[src/rtl/scc_pkg.sv]
package scc_pkg;

  typedef enum logic [1:0] {
    CODE_PARITY = 2'd0,
    CODE_SPLIT  = 2'd1,
    CODE_DUP    = 2'd2
  } code_e;

  // Number of check bits carried for a given code and output width.
  function automatic int chk_width(code_e code, int n_out);
    case (code)
      CODE_PARITY: return 1;
      CODE_SPLIT:  return 2;
      default:     return n_out;
    endcase
  endfunction

endpackage

[src/rtl/scc_gen.sv]
module scc_gen #(
  parameter int            N_OUT = 8,
  parameter scc_pkg::code_e MODE = scc_pkg::CODE_SPLIT,
  localparam int           M     = scc_pkg::chk_width(MODE, N_OUT)
) (
  input  logic [N_OUT-1:0] data_i,
  output logic [M-1:0]     chk_o
);

  if (MODE == scc_pkg::CODE_PARITY) begin : g_parity
    assign chk_o = ^data_i;
  end else if (MODE == scc_pkg::CODE_SPLIT) begin : g_split
    localparam int PAIRS = N_OUT / 2;

    logic [PAIRS-1:0] pair_and;
    logic [PAIRS-1:0] pair_or;

    for (genvar k = 0; k < PAIRS; k++) begin : g_pair
      assign pair_and[k] = data_i[2*k] & data_i[2*k+1];
      assign pair_or[k]  = data_i[2*k] | data_i[2*k+1];
    end

    assign chk_o = {^pair_or, ^pair_and};
  end else begin : g_dup
    assign chk_o = data_i;
  end

endmodule

[config.mk]
export PLATFORM = sky130hd
export DESIGN_NAME = scc_gen
export DESIGN_NICKNAME = d
export VERILOG_FILES = /design/src/rtl/scc_pkg.sv /design/src/rtl/scc_gen.sv
export SDC_FILE = /design/constraint.sdc
export NUM_CORES = 1
export LEC_CHECK = 0
export BUFFER_PORTS_ARGS = -buffer_cell sky130_fd_sc_hd__buf_2
export CORE_AREA = 2 2 39 41
export DETAILED_ROUTE_END_ITERATION = 8
export DIE_AREA = 0 0 41 43
export GPL_TIMING_DRIVEN = 0
export PLACE_DENSITY = 0.32
export SKIP_LAST_GASP = 1
export SYNTH_ARGS = -nofsm -noshare
export SYNTH_HDL_FRONTEND = slang
export SYNTH_SLANG_ARGS = --single-unit
[constraint.sdc]
create_clock -name vclk -period 0.8
set_input_delay 0.16 -clock vclk [all_inputs]
set_output_delay 0.16 -clock vclk [all_outputs]
set_load 0.02 [all_outputs]
Word level (Yosys, flattened, before mapping) --
Cells that the tools add are included.
Operators by class: shifts and indexed selects 0, bitwise gates (word level) 8, $add $sub $neg 0, mux-type cells 0, reduce and logical (&&, ||, !) cells 2, magnitude comparators 0, equal/unequal tests 0, divide/modulo/power cells 0, $mul 0
Operators by type and width (count):
- $reduce_xor A4 Y1 | 2
- $and A1 B1 Y1 | 4
- $or A1 B1 Y1 | 4
Storage, ports and cells: memory bits (writable) 0, ROM bits 0, output and inout port bits 2, logic and storage cells 10, input port bits 8, latch bits 0, memories kept 0, register bits after elaboration 0

Depth between registers and ports, before layout --
word-level depth 2, depth in mapped cells 3, gate-level depth less buffers 3

Least setup slack after synthesis --
No wires, ideal clock.
path kind input-to-output, from in data_i[6], to out chk_o[0], data required time 0.640 ns, stages 3, slack -0.125 ns, path buffers 0, arrival time 0.765 ns, path through nand2_1 -> xor2_1 -> xnor2_1
On the way: cells in the longest elaborated chain, start to end 2
RTL lines:
- start: declaration | line scc_gen.sv:6 | input logic [N_OUT-1:0] data_i,
- $and A1 B1 Y1 | line scc_gen.sv:19 | assign pair_and[k] = data_i[2*k] & data_i[2*k+1];
- $reduce_xor A4 Y1 | line scc_gen.sv:23 | assign chk_o = {^pair_or, ^pair_and};
- end: declaration | line scc_gen.sv:7 | output logic [M-1:0] chk_o
No other way between the ends.

Worst setup path in the final report --
from in data_i[4], to out chk_o[1]
On the way: cells in the longest elaborated chain, start to end 2
RTL lines:
- $or A1 B1 Y1 | line scc_gen.sv:20 | assign pair_or[k] = data_i[2*k] | data_i[2*k+1];
- $reduce_xor A4 Y1 | line scc_gen.sv:23
No other way between the ends.

==> results.py <==
metrics = {
    "outcome": {
        "status": "finished, violations left",
        "violations": "setup timing",
    },
    "placement": {
        "hpwl_um": 262,
        "place_area_um2": 213,
        "pre_cts_ws_ps": -290,
        "gp_congestion": 0.478,
        "port_buffers": 10,
    },
    "global_routing": {
        "grt_max_degree": 3,
        "grt_pass1_wl_um": 358,
        "antenna_found_initial": 0,
        "grt_pass1_vias": 106,
        "track_usage_pct": 2.91,
        "grt_overflow_total": 0,
    },
    "worst_setup_path": {
        "critPathSlowestCell": "xor2_2",
        "critPathMaxStageDelay_ps": 180,
        "cp-start-kind": "input port",
        "arrival_ps": 830,
        "path_cells": "buf_8 -> nor2_4 -> xor2_2 -> xnor2_2 -> buf_4",
        "crit_type": "in2out",
        "endpoint_kind": "primary output",
        "required_ps": 640,
        "crit_fanout": 2,
    },
    "power": {
        "p_comb_share_pct": 100.0,
        "power_density_nw_per_um2": 762,
        "sequentialPowerShare_pct": 0,
        "pwr-share-clk_pct": 0,
        "p_sw_share_pct": 46.0,
        "vdd_drop_max_v": 0.000177,
        "p_sw_uw": 95.7,
        "p_leak_uw": 0.000114,
        "internal-power_uw": 112,
    },
    "sta": {
        "period_minus_slack_ps": 990,
        "slew_headroom_pct": 87.4,
        "slew_violations": 0,
        "min_period_over_period_pct": 124,
        "timing.hold.ws_ps": 807,
        "worst_slew_pin_slew_ps": 188,
        "hold_viol": 0,
        "setup_viol": 2,
        "clock.fmax_mhz": 1010,
        "rsz0062_at_grt": "yes",
        "setup-tns-final_ps": -376,
        "setup_ws_ps": -190,
    },
    "yosys": {
        "yosys-top-cells-area": "xnor2_1, xor2_1, nand2_1",
        "yosys_warnings": 0,
        "synth_nets": 22,
        "yosysTopAreaCell": "xnor2_1",
        "ys_types": 5,
        "syn-cell-area_um2": 85.1,
        "yosysSeqAreaShare_pct": 0,
        "synthCells": 14,
        "syn_avg_cell_area_um2": 6.08,
        "synth.top_cell.area_share_pct": 41.2,
    },
    "floorplanning": {
        "rows": 14,
        "die_y_um": 43,
        "top_level_ports": 10,
        "core_um2": 1380,
        "die_x_um": 41,
        "dieArea_um2": 1760,
        "initial_core_util_pct": 6.15,
    },
    "cells_and_area": {
        "fillCellCount": 153,
        "drive_above_1_share_pct": 95.8,
        "fin_area_um2": 273,
        "clkbuf_count": 0,
        "flops_and_latches": 0,
        "regArea_um2": 0,
        "nNetsFinal": 34,
        "areaGrowthSynthToFinish_pct": 221,
        "diodes": 0,
    },
    "hold_path": {
        "hp-class": "in2out",
    },
    "clocking": {
        "post_cts_buffers": 0,
        "cts_hold_buffers": 0,
    },
    "route": {
        "antenna_left": 0,
        "dr.pass1.iters": 1,
        "drtIter0Drc": 0,
        "drc": 0,
        "wire_per_inst_um": 7.23,
        "wl_um": 289,
        "vias": 122,
        "via_per_inst": 3.05,
    },
    "flow_run": {
        "maxCapViolCount": 0,
    },
}
[cell type report]
class	instances	area (µm²)	area share [%]
Multi-Input combinational cell	14	165	60.6
Tap cell	16	20.0	7.34
Timing Repair Buffer	10	87.6	32.1
[stage by stage]
stage	utilization (%)	power (µW)	instances
global placement	15.4	164	40
CTS	18.8	205	40
global route	19.7	221	40
floorplan	-	110	14
detailed placement	15.4	169	40
finish	19.7	208	40
[power groups by stage]
stage	Sequential [µW]	Combinational, µW	Clock, µW
6_report	0	208	0
2_1_floorplan	0	110	0
5_1_grt	0	221	0
3_3_place_gp	0	164	0
4_1_cts	0	205	0
3_5_place_dp	0	169	0
[synth_stat cells]
library cell	n
nand2_1	4
nor2_2	1
xnor2_1	4
xor2_1	2
nor2_1	3
[critical path: cells and delay by family]
family                 cells  cell delay (ps)
XOR/XNOR                   2              300
buffers and inverters      2              250
AND/OR/NAND/NOR            1              120
[logic make-up (layout without fill, tap and decap cells)]
logic type,count (synthesis),after routing,synth area share [%]
and+or+nand+nor,8,8,38.2
buffers and inverters,0,10,0
xor gates and xnor gates,6,6,61.8
[path summary, 6_finish.rpt]
check	to	startpoint	cells after the start
worst min-delay path	chk_o[1]	data_i[6]	5
worst max-delay path	chk_o[1]	data_i[4]	5
[layout by cell type (no fill, tap or decap)]
master / netlist / layout
buf_6: 0 / 2
nand2_2: 0 / 3
buf_2: 0 / 4
nor2_4: 0 / 4
nand2_1: 4 / 1
buf_4: 0 / 2
xor2_2: 0 / 2
buf_8: 0 / 2
xnor2_2: 0 / 4
[layer usage]
layer | GRT usage [%] | vias up | wire length (µm)
li1 | - | 60 | -
met1 | 2.56 | 52 | 94
met2 | 6.56 | 10 | 147
met3 | 0 | 0 | 46
met4 | 0 | 0 | 0
met5 | 0 | - | 0
[repair_timing]
item / CTS / global route
resized for setup: 13 / 4
pin swaps: 6 / 4
gates cloned: 0 / 0
hold endpoints to repair: 0 / 0
setup endpoints to repair: 2 / 2
No activity file was read; power rests on OpenSTA's default activity.
